`config.mk`:
```
export PLATFORM = sky130hd
export DESIGN_NAME = dual_slope_seq
export DESIGN_NICKNAME = d
export VERILOG_FILES = /design/src/rtl/dsadc_pkg.sv /design/src/rtl/dsadc_datapath.sv /design/src/rtl/dsadc_ctrl.sv /design/src/rtl/dual_slope_seq.sv
export SDC_FILE = /design/constraint.sdc
export NUM_CORES = 1
export LEC_CHECK = 0
export ABC_AREA = 1
export BUFFER_PORTS_ARGS = -buffer_cell sky130_fd_sc_hd__clkbuf_2
export CORE_ASPECT_RATIO = 0.9
export CORE_MARGIN = 5
export CORE_UTILIZATION = 45
export CTS_CLUSTER_DIAMETER = 120
export CTS_CLUSTER_SIZE = 25
export DETAILED_ROUTE_END_ITERATION = 7
export PLACE_DENSITY_LB_ADDON = 0.2
export SYNTH_ARGS = -nofsm -noshare
export SYNTH_HDL_FRONTEND = slang
export SYNTH_SLANG_ARGS = --single-unit
export TNS_END_PERCENT = 50
```
`constraint.sdc`:
```
create_clock -name clk -period 2.1 [get_ports clk]
set_input_delay 0.525 -clock clk [delete_from_list [all_inputs] [get_ports clk]]
set_output_delay 0.525 -clock clk [all_outputs]
set_load 0.01 [all_outputs]
```
`src/rtl/dsadc_pkg.sv`:
```
package dsadc_pkg;

  typedef enum logic [2:0] {
    ST_IDLE   = 3'd0,
    ST_CLEAR  = 3'd1,
    ST_CHARGE = 3'd2,
    ST_DRAIN  = 3'd3,
    ST_FINISH = 3'd4
  } seqState_t;

  // Strobes from control to datapath
  typedef struct packed {
    logic cntClear;   // counter to zero
    logic cntStep;    // counter + 1
    logic capCount;   // latch counter as result, clear overrange
    logic capFull;    // latch full-scale result, set overrange
  } dpCtrl_t;

endpackage

```
`src/rtl/dsadc_datapath.sv`:
```
module dsadc_datapath
  import dsadc_pkg::*;
#(
  parameter int unsigned CNT_W     = 10,
  parameter int unsigned INT_TICKS = 256,
  parameter int unsigned RST_TICKS = 4
) (
  input  logic             clk,
  input  logic             rstN,
  input  dpCtrl_t          ctrl,
  output logic             clearLast,
  output logic             chargeLast,
  output logic             cntFull,
  output logic [CNT_W-1:0] resultQ,
  output logic             overQ
);

  localparam logic [CNT_W-1:0] CHARGE_END = CNT_W'(INT_TICKS - 1);
  localparam logic [CNT_W-1:0] FULL_CODE  = {CNT_W{1'b1}};

  logic [CNT_W-1:0] tick;

  always_ff @(posedge clk) begin
    if (!rstN) begin
      tick <= '0;
    end else if (ctrl.cntClear) begin
      tick <= '0;
    end else if (ctrl.cntStep) begin
      tick <= tick + 1'b1;
    end
  end

  // Clearing-phase terminal count: a single-tick clear needs no compare
  generate
    if (RST_TICKS <= 1) begin : g_clearOne
      assign clearLast = 1'b1;
    end else begin : g_clearCmp
      localparam logic [CNT_W-1:0] CLEAR_END = CNT_W'(RST_TICKS - 1);
      assign clearLast = (tick == CLEAR_END);
    end
  endgenerate

  assign chargeLast = (tick == CHARGE_END);
  assign cntFull    = (tick == FULL_CODE);

  always_ff @(posedge clk) begin
    if (!rstN) begin
      resultQ <= '0;
      overQ   <= 1'b0;
    end else if (ctrl.capCount) begin
      resultQ <= tick;
      overQ   <= 1'b0;
    end else if (ctrl.capFull) begin
      resultQ <= FULL_CODE;
      overQ   <= 1'b1;
    end
  end

endmodule

```
`src/rtl/dsadc_ctrl.sv`:
```
module dsadc_ctrl
  import dsadc_pkg::*;
(
  input  logic    clk,
  input  logic    rstN,
  input  logic    startReq,
  input  logic    cmpAtZero,
  input  logic    clearLast,
  input  logic    chargeLast,
  input  logic    cntFull,
  output dpCtrl_t ctrl,
  output logic    intReset,
  output logic    selInput,
  output logic    selNegRef,
  output logic    busy,
  output logic    done
);

  seqState_t stateQ, stateD;

  always_ff @(posedge clk) begin
    if (!rstN) stateQ <= ST_IDLE;
    else       stateQ <= stateD;
  end

  always_comb begin
    stateD = stateQ;
    ctrl   = '0;
    unique case (stateQ)
      ST_IDLE: begin
        if (startReq) begin
          stateD        = ST_CLEAR;
          ctrl.cntClear = 1'b1;
        end
      end
      ST_CLEAR: begin
        if (clearLast) begin
          stateD        = ST_CHARGE;
          ctrl.cntClear = 1'b1;
        end else begin
          ctrl.cntStep = 1'b1;
        end
      end
      ST_CHARGE: begin
        if (chargeLast) begin
          stateD        = ST_DRAIN;
          ctrl.cntClear = 1'b1;
        end else begin
          ctrl.cntStep = 1'b1;
        end
      end
      ST_DRAIN: begin
        if (cmpAtZero) begin
          stateD        = ST_FINISH;
          ctrl.capCount = 1'b1;
        end else if (cntFull) begin
          stateD       = ST_FINISH;
          ctrl.capFull = 1'b1;
        end else begin
          ctrl.cntStep = 1'b1;
        end
      end
      ST_FINISH: stateD = ST_IDLE;
      default:   stateD = ST_IDLE;
    endcase
  end

  assign intReset  = (stateQ == ST_CLEAR);
  assign selInput  = (stateQ == ST_CHARGE);
  assign selNegRef = (stateQ == ST_DRAIN);
  assign done      = (stateQ == ST_FINISH);
  assign busy      = (stateQ != ST_IDLE);

endmodule

```
`src/rtl/dual_slope_seq.sv`:
```
module dual_slope_seq
  import dsadc_pkg::*;
#(
  parameter int unsigned CNT_W     = 10,
  parameter int unsigned INT_TICKS = 256,
  parameter int unsigned RST_TICKS = 4
) (
  input  logic             clk,
  input  logic             rstN,
  input  logic             startReq,
  input  logic             cmpAtZero,
  output logic             intReset,
  output logic             selInput,
  output logic             selNegRef,
  output logic             busy,
  output logic             done,
  output logic             overrange,
  output logic [CNT_W-1:0] result
);

  dpCtrl_t ctrl;
  logic    clearLast, chargeLast, cntFull;

  dsadc_ctrl ctrl_i (
    .clk        (clk),
    .rstN       (rstN),
    .startReq   (startReq),
    .cmpAtZero  (cmpAtZero),
    .clearLast  (clearLast),
    .chargeLast (chargeLast),
    .cntFull    (cntFull),
    .ctrl       (ctrl),
    .intReset   (intReset),
    .selInput   (selInput),
    .selNegRef  (selNegRef),
    .busy       (busy),
    .done       (done)
  );

  dsadc_datapath #(
    .CNT_W     (CNT_W),
    .INT_TICKS (INT_TICKS),
    .RST_TICKS (RST_TICKS)
  ) dp_i (
    .clk        (clk),
    .rstN       (rstN),
    .ctrl       (ctrl),
    .clearLast  (clearLast),
    .chargeLast (chargeLast),
    .cntFull    (cntFull),
    .resultQ    (result),
    .overQ      (overrange)
  );

endmodule

```
Word-level counts from Yosys, hierarchy flattened
Cells that the tools add are included.
{ "word_totals": {"ff_bits": 24, "latch_bits": 0, "ramBits": 0, "romBits": 0, "out_inout_bits": 16, "word_cells": 44, "mem_count": 0} }
{ "classes": {"addsub": 1, "multipliers": 0, "div_mod_pow": 0, "n_lt_le_gt_ge": 0, "eq_ne": 11, "shift": 0, "muxes": 21, "n_bitwise": 1, "reduce_logical": 6} }
{ "op_table": {"columns": ["operator", "count"], "rows": [
  ["two-way mux 10 bit", 2],
  ["two-way mux 3 bit", 5],
  ["case mux 3 bit (4 select lines)", 1],
  ["adder 10 x 1 -> 10 bit, second input constant", 1],
  ["== test 10 bit, second input constant", 1],
  ["== test 10 x 2 -> 1 bit, second input constant", 1],
  ["== test 10 x 8 -> 1 bit, second input constant", 1],
  ["two-way mux 1 bit", 10],
  ["== test 3 x 2 -> 1 bit, second input constant", 2],
  ["case mux 1 bit (3 select lines)", 2],
  ["inequality test 2 x 1 -> 1 bit, second input constant", 2],
  ["AND reduction 4 bit", 1],
  ["OR reduction 2 bit", 2],
  ["== test 3 x 1 -> 1 bit, second input constant", 1],
  ["== test 3 bit, second input constant", 1],
  ["zero test 3 bit", 1],
  ["inequality test 3 x 2 -> 1 bit, second input constant", 1],
  ["nonzero test 3 bit", 1],
  ["two-way mux 2 bit", 1],
  ["inequality test 2 bit, second input constant", 1],
  ["nonzero test 2 bit", 1],
  ["NOT 1 bit", 1]
]} }

Longest topological paths before layout
Gate-level depths: netlist of run 1.
{ "logic_depth": {"word_depth": 6, "mapped_depth": 11, "depth_no_buf": 10} }

Cells and area by module
From an unflattened synthesis of run 1, not the netlist that was laid out.
{ "unflattened": {"cells_unflattened": 171, "area_unflattened_um2": 1176.1} }
{ "modules_own_cells": {"columns": ["module", "instances", "cells_per_inst", "area_per_inst_um2", "seq_area_each_um2"], "rows": [
  ["dsadc_datapath", 1, 126, 920.9, 420.4],
  ["dsadc_ctrl", 1, 45, 255.2, 60.1]
]} }

Worst setup path after synthesis of run 1
OpenSTA, ideal clock, no wires.
{ "synth_path": {"path_type": "register -> register", "start": "register dp_i.tick[0]", "end": "register dp_i.tick[1]", "setup_time_ps": 115, "arrival_ps": 1387, "path_slack_ps": 598, "path_stages_with_launch": 12, "path_buffers": 1, "period_less_slack_ps": 1502, "cell_sequence": "dfxtp_1 ha_1 nand2_2 nor2_4 nand3_2 nand2_2 buf_6 nand2_2 inv_2 nand3_1 nand2_1 nor2_1"} }
{ "synth_between": {"elab_chain_cells": 4, "word_cells_on_any_way": 13, "cone_classes": "add/sub: 1; eq/ne: 3; mux: 8; reduce/logical: 1"} }
{ "synth_lines": {"columns": ["item", "line", "text"], "rows": [
  ["start: declaration", "dsadc_datapath.sv:21", "logic [CNT_W-1:0] tick;"],
  ["start signal: assignment", "dsadc_datapath.sv:29", "tick <= tick + 1'b1;"],
  ["== test 10 bit (tied with other cells)", "dsadc_datapath.sv:44", "assign cntFull = (tick == FULL_CODE);"],
  ["two-way mux 1 bit, on equally long branches", "dsadc_ctrl.sv:56, dsadc_ctrl.sv:37, dsadc_ctrl.sv:45", null],
  ["two-way mux 1 bit or case mux 1 bit (3 select lines) (tied branches)", "dsadc_ctrl.sv:53, dsadc_ctrl.sv:29", null],
  ["case mux 1 bit (3 select lines) or OR reduction 2 bit (tied branches)", null, null]
]} }
Parallel ways exist; a longest one is shown, timed or not.
A chain may end at the register's enable or synchronous reset.

Final worst setup path of run 1
{ "layout_path": {"start": "register ctrl_i.stateQ[0]", "end": "output selInput"} }
{ "layout_between": {"elab_chain_cells": 1} }
{ "layout_lines": {"columns": ["item", "line", "text"], "rows": [
  ["start: declaration", "dsadc_ctrl.sv:19", "seqState_t stateQ, stateD;"],
  ["start signal: assignment", "dsadc_ctrl.sv:23", "else stateQ <= stateD;"],
  ["== test 3 x 2 -> 1 bit", "dsadc_ctrl.sv:69", "assign selInput = (stateQ == ST_CHARGE);"],
  ["end: declaration", "dual_slope_seq.sv:13", "output logic selInput,"]
]} }
No other way between the ends.

==> impl_metrics.py, run 1 <==
metrics = {
    "status": {
        "status": "finished clean",
    },
    "clock_network": {
        "cts_resized": 0,
        "cts_tree": "built",
        "numCtsBuffers": 3,
        "cts_max_path_buffers": 2,
        "post_cts_buffers": 0,
        "root_buffer": "clkbuf_4",
        "cts_hold_buffers": 0,
        "htree_levels": 1,
        "cts.reportedPaths.clkPinSlew_ps": 140,
        "worstSkewPairLatency_ps": 310,
        "numClockSinks": 24,
    },
    "detailed_routing": {
        "wirelength_um": 2790,
        "drc": 0,
        "drt.antenna.violating_nets": 0,
        "drt-pass1-iter-count": 5,
        "drtIter0Drc": 68,
        "post_drt_wl_per_cell_um": 12.4,
        "via_count": 1184,
        "viasPerCell": 5.26,
    },
    "synthesis": {
        "synthDistinctLibCells": 23,
        "ys_seq_area_frac": 0.384,
        "synth_nets": 179,
        "synth_top_area_frac": 0.384,
        "async_flop_share": 0,
        "syn_avg_cell_area_um2": 7.18,
        "synth_most_common_cell": "inv_1",
        "ys.flop_type": "dfxtp_1",
        "synth_area_leaders": "dfxtp_1 38%, inv_1 7.8%, a21oi_1 7.6%",
        "ys_top_cells_by_count": "26 x inv_1, 25 x nand2_1, 24 x dfxtp_1, 21 x nor2_1, 19 x a21oi_1",
        "synthCells": 174,
        "yosys_warnings": 0,
        "synth_seq_cells": 24,
        "synth_edf_count": 0,
        "syn_area_um2": 1250,
        "yosys.area.top_type": "dfxtp_1",
    },
    "power_and_ir_drop": {
        "p_total_mw": 1.04,
        "vdd.ir_drop.worst_mv": 0.499,
        "leakagePower_nw": 0.667,
        "pwr_density_cell_nw_per_um2": 742,
    },
    "worst_hold_path": {
        "holdCritPathClass": "flip-flop to flip-flop",
    },
    "setup_path": {
        "crit_fanout": 4,
        "crit_path_end_kind": "primary output",
        "cp.required_ps": 1570,
        "arrival_ps": 1290,
        "crit_type": "flip-flop to primary output",
        "crit_path_start_kind": "flip-flop",
    },
    "layout": {
        "final_nets": 201,
        "drive_above_1_share": 0.190,
        "antennaDiodeCount": 0,
        "final_area_um2": 1400,
        "instances_no_fill": 225,
        "fill_cells": 288,
        "utilization": 0.518,
        "syn_to_final_growth_pct": 12.0,
    },
    "global_routing": {
        "use_met3": 0.0432,
        "met2_usage": 0.248,
        "grt_start_max_net_pins": 15,
        "use_met1": 0.219,
        "grt_pass1_vias": 1103,
        "grtUsageTotal": 0.158,
        "grt-ovfl-total": 0,
        "gr-max-usage-layer": "met2",
        "grt_first_pass_wirelength_um": 4870,
        "antenna_found_initial": 0,
    },
    "sta": {
        "skew_ps": 14.0,
        "slew_viol_final": 0,
        "finalCriticalPeriod_ps": 1820,
        "hold_violations": 0,
        "setup_tns_ps": 0,
        "finalCritPeriodShare": 0.865,
        "rsz0062_at_grt": "no",
        "max_freq_mhz": 551,
        "worstMarginPinSlew_ps": 395,
        "relSlewSlack": 0.736,
        "setup_viol": 0,
    },
    "floorplanning": {
        "die_h_um": 60,
        "initial_core_util": 0.463,
        "die_area_um2": 3930,
        "row_count": 18,
        "dieWidth_um": 65.6,
        "io_pins": 20,
        "core-area_um2": 2700,
    },
    "placement": {
        "gp_congestion": 0.894,
        "dpl.hpwl_um": 2200,
        "placed_cell_area_um2": 1360,
        "place_inst": 221,
        "numPortBuffers": 19,
    },
    "run": {
        "max_cap_violations": 0,
    },
}
## worst paths after layout
check | from | to | slack, ps | depth (start not counted)
worst min register to register | dp_i.resultQ[3]$_SDFFE_PN0P_ | dp_i.resultQ[3]$_SDFFE_PN0P_ | 500 | 2
worst max register to register | dp_i.tick[0]$_SDFFE_PP0P_ | dp_i.tick[9]$_SDFFE_PP0P_ | 370 | 8
worst max-delay path | ctrl_i.stateQ[0]$_SDFFE_PN0P_ | selInput | 280 | 4
worst min-delay path | dp_i.resultQ[3]$_SDFFE_PN0P_ | dp_i.resultQ[3]$_SDFFE_PN0P_ | 500 | 2
## critical path: stages (launching register included)
cell and delay, ps:
dfxtp_1 370, nor2_1 200, nand2_1 130, inv_1 130
clkbuf_2 150
## state kept, by name, indices dropped and copies added, names as in the netlist
register       count
dp_i.resultQ      10
dp_i.tick         10
ctrl_i.stateQ      3
dp_i.overQ         1
## per-stage QoR
stage	hold WS (ps)	setup WS [ps]
global placement	462	484
finish	497	283
CTS	500	273
global route	534	121
floorplan	468	598
detailed placement	469	412
## report_power, final
group | internal, mW | total, mW | switching [mW]
clock network | 0.106 | 0.240 | 0.134
registers | 0.485 | 0.514 | 0.0284
logic | 0.0967 | 0.285 | 0.188
total | 0.688 | 1.04 | 0.351
## routing by layer
metal,vias up,wire length [µm],part of all wire
li1,609,-,-
met1,535,1320,0.47
met2,38,1260,0.45
met3,2,191,0.068
met4,0,22,0.0079
met5,-,0,0
## cell type report
cell class                 instances  area [µm²]  share of cell area
multi-input combinational        119         638               0.456
sequential                        24         480               0.343
inverter                          28         105              0.0751
timing repair buffer              20         103              0.0733
tap                               30        37.5              0.0268
clock buffer                       4        36.3              0.0259
## kinds of logic (layout without fill, tap and decap cells)
family | count (synthesis) | after routing | synth area share
flip-flops | 24 | 24 | 0.384
AO/OA/AOI/OAI | 34 | 34 | 0.142
adder cells (fa/ha/maj) | 1 | 1 | 0.0100
buffers and inverters | 31 | 52 | 0.105
AND/OR/NAND/NOR | 77 | 77 | 0.309
XOR/XNOR | 7 | 7 | 0.0491
## cells in the final DEF (no fill, tap or decap)
cell type / instances
clkbuf_2: 19
ha_1: 1
inv_2: 1
a31oi_1: 2
nand3_1: 9
o21ai_0: 11
a21oi_1: 19
clkbuf_4: 3
nor2_1: 21
xor2_1: 7
o21ai_2: 1
nand2_4: 1
dfxtp_1: 24
nor2_4: 2
clkinv_1: 1
inv_1: 26
nand3_2: 2
nor3_1: 2
nand2_2: 5
nand2_1: 25
nand3_4: 1
clkbuf_8: 1
o22ai_1: 1
nand4_1: 9
buf_4: 1
Note: power is estimated with default switching activity, not from simulation.
==> inputs of run 2 (changes only) <==
- clock period: 2.1 -> 1.9 ns (I/O delays scaled with it)
==> impl_metrics.py, run 2 (synthesized netlist as in run 1, its figures left out) <==
metrics = {
    "layout": {
        "reg_top3": "dp_i.resultQ: 10 flops, dp_i.tick: 10 flops, ctrl_i.stateQ: 3 flops",
        "final_nets": 201,
        "final_cell_mix": "26 x inv_1, 24 x nand2_1, 24 x dfxtp_1, 21 x nor2_1",
        "syn_to_final_growth_pct": 14.3,
        "antennaDiodeCount": 0,
        "fill_cells": 277,
        "final_common_cell": "inv_1",
        "drive_above_1_share": 0.200,
    },
    "placement": {
        "pre_cts_ws_ps": 199,
        "gp_congestion": 0.871,
        "numPortBuffers": 19,
        "dpl.hpwl_um": 2090,
    },
    "setup_path": {
        "endpoint": "selInput",
        "cp.required_ps": 1420,
        "r2r-start": "dp_i.tick[0]$_SDFFE_PP0P_",
        "crit_type": "flip-flop to primary output",
        "arrival_ps": 1300,
        "cp.depth": 4,
        "reg2reg_slack_ps": 200,
        "r2r_end": "dp_i.tick[0]$_SDFFE_PP0P_",
        "slowest_stage": "dfxtp_1",
        "crit_fanout": 4,
        "cp_slowest_stage_delay_ps": 360,
        "path_buf_inv": 2,
        "cp_cell_sequence": "nor2_1 -> nand2_1 -> inv_1 -> clkbuf_2",
        "cp-startpoint": "ctrl_i.stateQ[0]$_SDFFE_PN0P_",
        "crit_path_start_kind": "flip-flop",
        "crit_path_end_kind": "primary output",
        "rr_worst_depth": 9,
        "crit_family": "flip-flops",
    },
    "detailed_routing": {
        "drc": 0,
        "post_drt_wl_per_cell_um": 11.7,
        "wl_met2_um": 1100,
        "drtIter0Drc": 51,
        "wirelength_um": 2630,
        "met1_length_um": 1380,
        "via_count": 1157,
        "maxUsedRoutingLayer": "met4",
        "drt-pass1-iter-count": 4,
        "viasPerCell": 5.14,
        "dr_wl_met3_um": 135,
        "drt.antenna.violating_nets": 0,
    },
    "clock_network": {
        "worstSkewPairLatency_ps": 310,
        "cts_hold_buffers": 0,
        "numCtsBuffers": 3,
        "cts_max_path_buffers": 2,
        "htree_levels": 1,
        "numClockSinks": 24,
        "cts.reportedPaths.clkPinSlew_ps": 130,
        "root_buffer": "clkbuf_4",
        "cts_tree": "built",
    },
    "sta": {
        "finalCritPeriodShare": 0.933,
        "relSlewSlack": 0.736,
        "slew_viol_final": 0,
        "rsz0062_at_grt": "no",
        "setup_viol": 0,
        "setup_tns_ps": 0,
        "worstMarginPinSlew_ps": 395,
        "finalCriticalPeriod_ps": 1770,
        "max_freq_mhz": 564,
        "fin_ws_ps": 127,
        "fin_hold_ws_ps": 497,
        "skew_ps": 10.3,
        "hold_violations": 0,
    },
    "floorplanning": {
        "die_h_um": 60,
        "core-area_um2": 2700,
        "io_pins": 20,
        "row_count": 18,
        "dieWidth_um": 65.6,
        "initial_core_util": 0.463,
        "die_area_um2": 3930,
    },
    "global_routing": {
        "grtUsageTotal": 0.151,
        "grt_pass1_vias": 1057,
        "antenna_found_initial": 0,
        "grt_start_max_net_pins": 15,
        "grt-ovfl-total": 0,
        "grt_first_pass_wirelength_um": 4660,
    },
    "worst_hold_path": {
        "holdCritPathClass": "flip-flop to flip-flop",
        "hold_path_depth": 2,
        "worstHoldStart": "dp_i.resultQ[0]$_SDFFE_PN0P_",
    },
    "power_and_ir_drop": {
        "leakagePower_nw": 0.677,
        "vdd.ir_drop.worst_mv": 0.465,
        "pwr_density_cell_nw_per_um2": 870,
    },
    "status": {
        "status": "finished clean",
    },
    "run": {
        "max_cap_violations": 0,
    },
}
==> run 2: cell types whose count changed in the layout (fill, tap and decap cells not counted) <==
cell,change
nand3_2,+1
clkbuf_8,-1
nand3_1,-1
nand2_4,+1
nand2_1,-1
bufinv_16,+1
==> run 2: how the worst min path moves through the flow <==
stage | to | slack, ps
5_1_grt | dp_i.tick[1]$_SDFFE_PP0P_ | 480
4_1_cts | ctrl_i.stateQ[2]$_SDFFE_PN0P_ | 480
6_report | dp_i.resultQ[0]$_SDFFE_PN0P_ | 500
2_1_floorplan | dp_i.tick[3]$_SDFFE_PP0P_ | 470
3_3_place_gp | dp_i.resultQ[9]$_SDFFE_PN0P_ | 460
3_5_place_dp | dp_i.resultQ[4]$_SDFFE_PN0P_ | 470
==> run 2: layout make-up <==
class,count,area [µm²],share of cell area
timing repair buffer,20,103,0.0718
multi-input combinational,119,651,0.455
tap,30,37.5,0.0263
sequential,24,480,0.336
clock inverter,1,30.0,0.0210
inverter,28,105,0.0736
clock buffer,3,22.5,0.0158
==> run 2: per-layer routing <==
metal | track usage | vias to the layer above
li1 | - | 610
met2 | 0.228 | 29
met5 | 0 | -
met4 | 0.0325 | 0
met1 | 0.211 | 516
met3 | 0.0470 | 2
==> run 2: what timing repair did <==
item	in CTS	in global routing
buffers inserted	0	0
setup endpoints to repair	0	5
gates resized for setup	0	3
==> run 2: where the power goes <==
group          leakage (nW)  total, mW  switching [mW]  internal, mW
combinational         0.455      0.315           0.207         0.108
sequential            0.194      0.567          0.0307         0.536
clock                0.0279      0.361           0.147         0.213
total                 0.677       1.24           0.385         0.858
==> run 2: through the flow <==
stage	instances	area, µm²	total power [mW]	utilization
after floorplan	174	1250	0.810	-
after global placement	221	1360	0.882	0.505
after detailed placement	221	1360	0.887	0.505
after CTS	225	1420	1.25	0.524
after global routing	225	1430	1.33	0.529
final	225	1430	1.24	0.529
==> run 2: tightest hold or removal path: stages, from the launching register on <==
cell	delay, ps
dfxtp_1	350
o21ai_0	80
inv_1	50
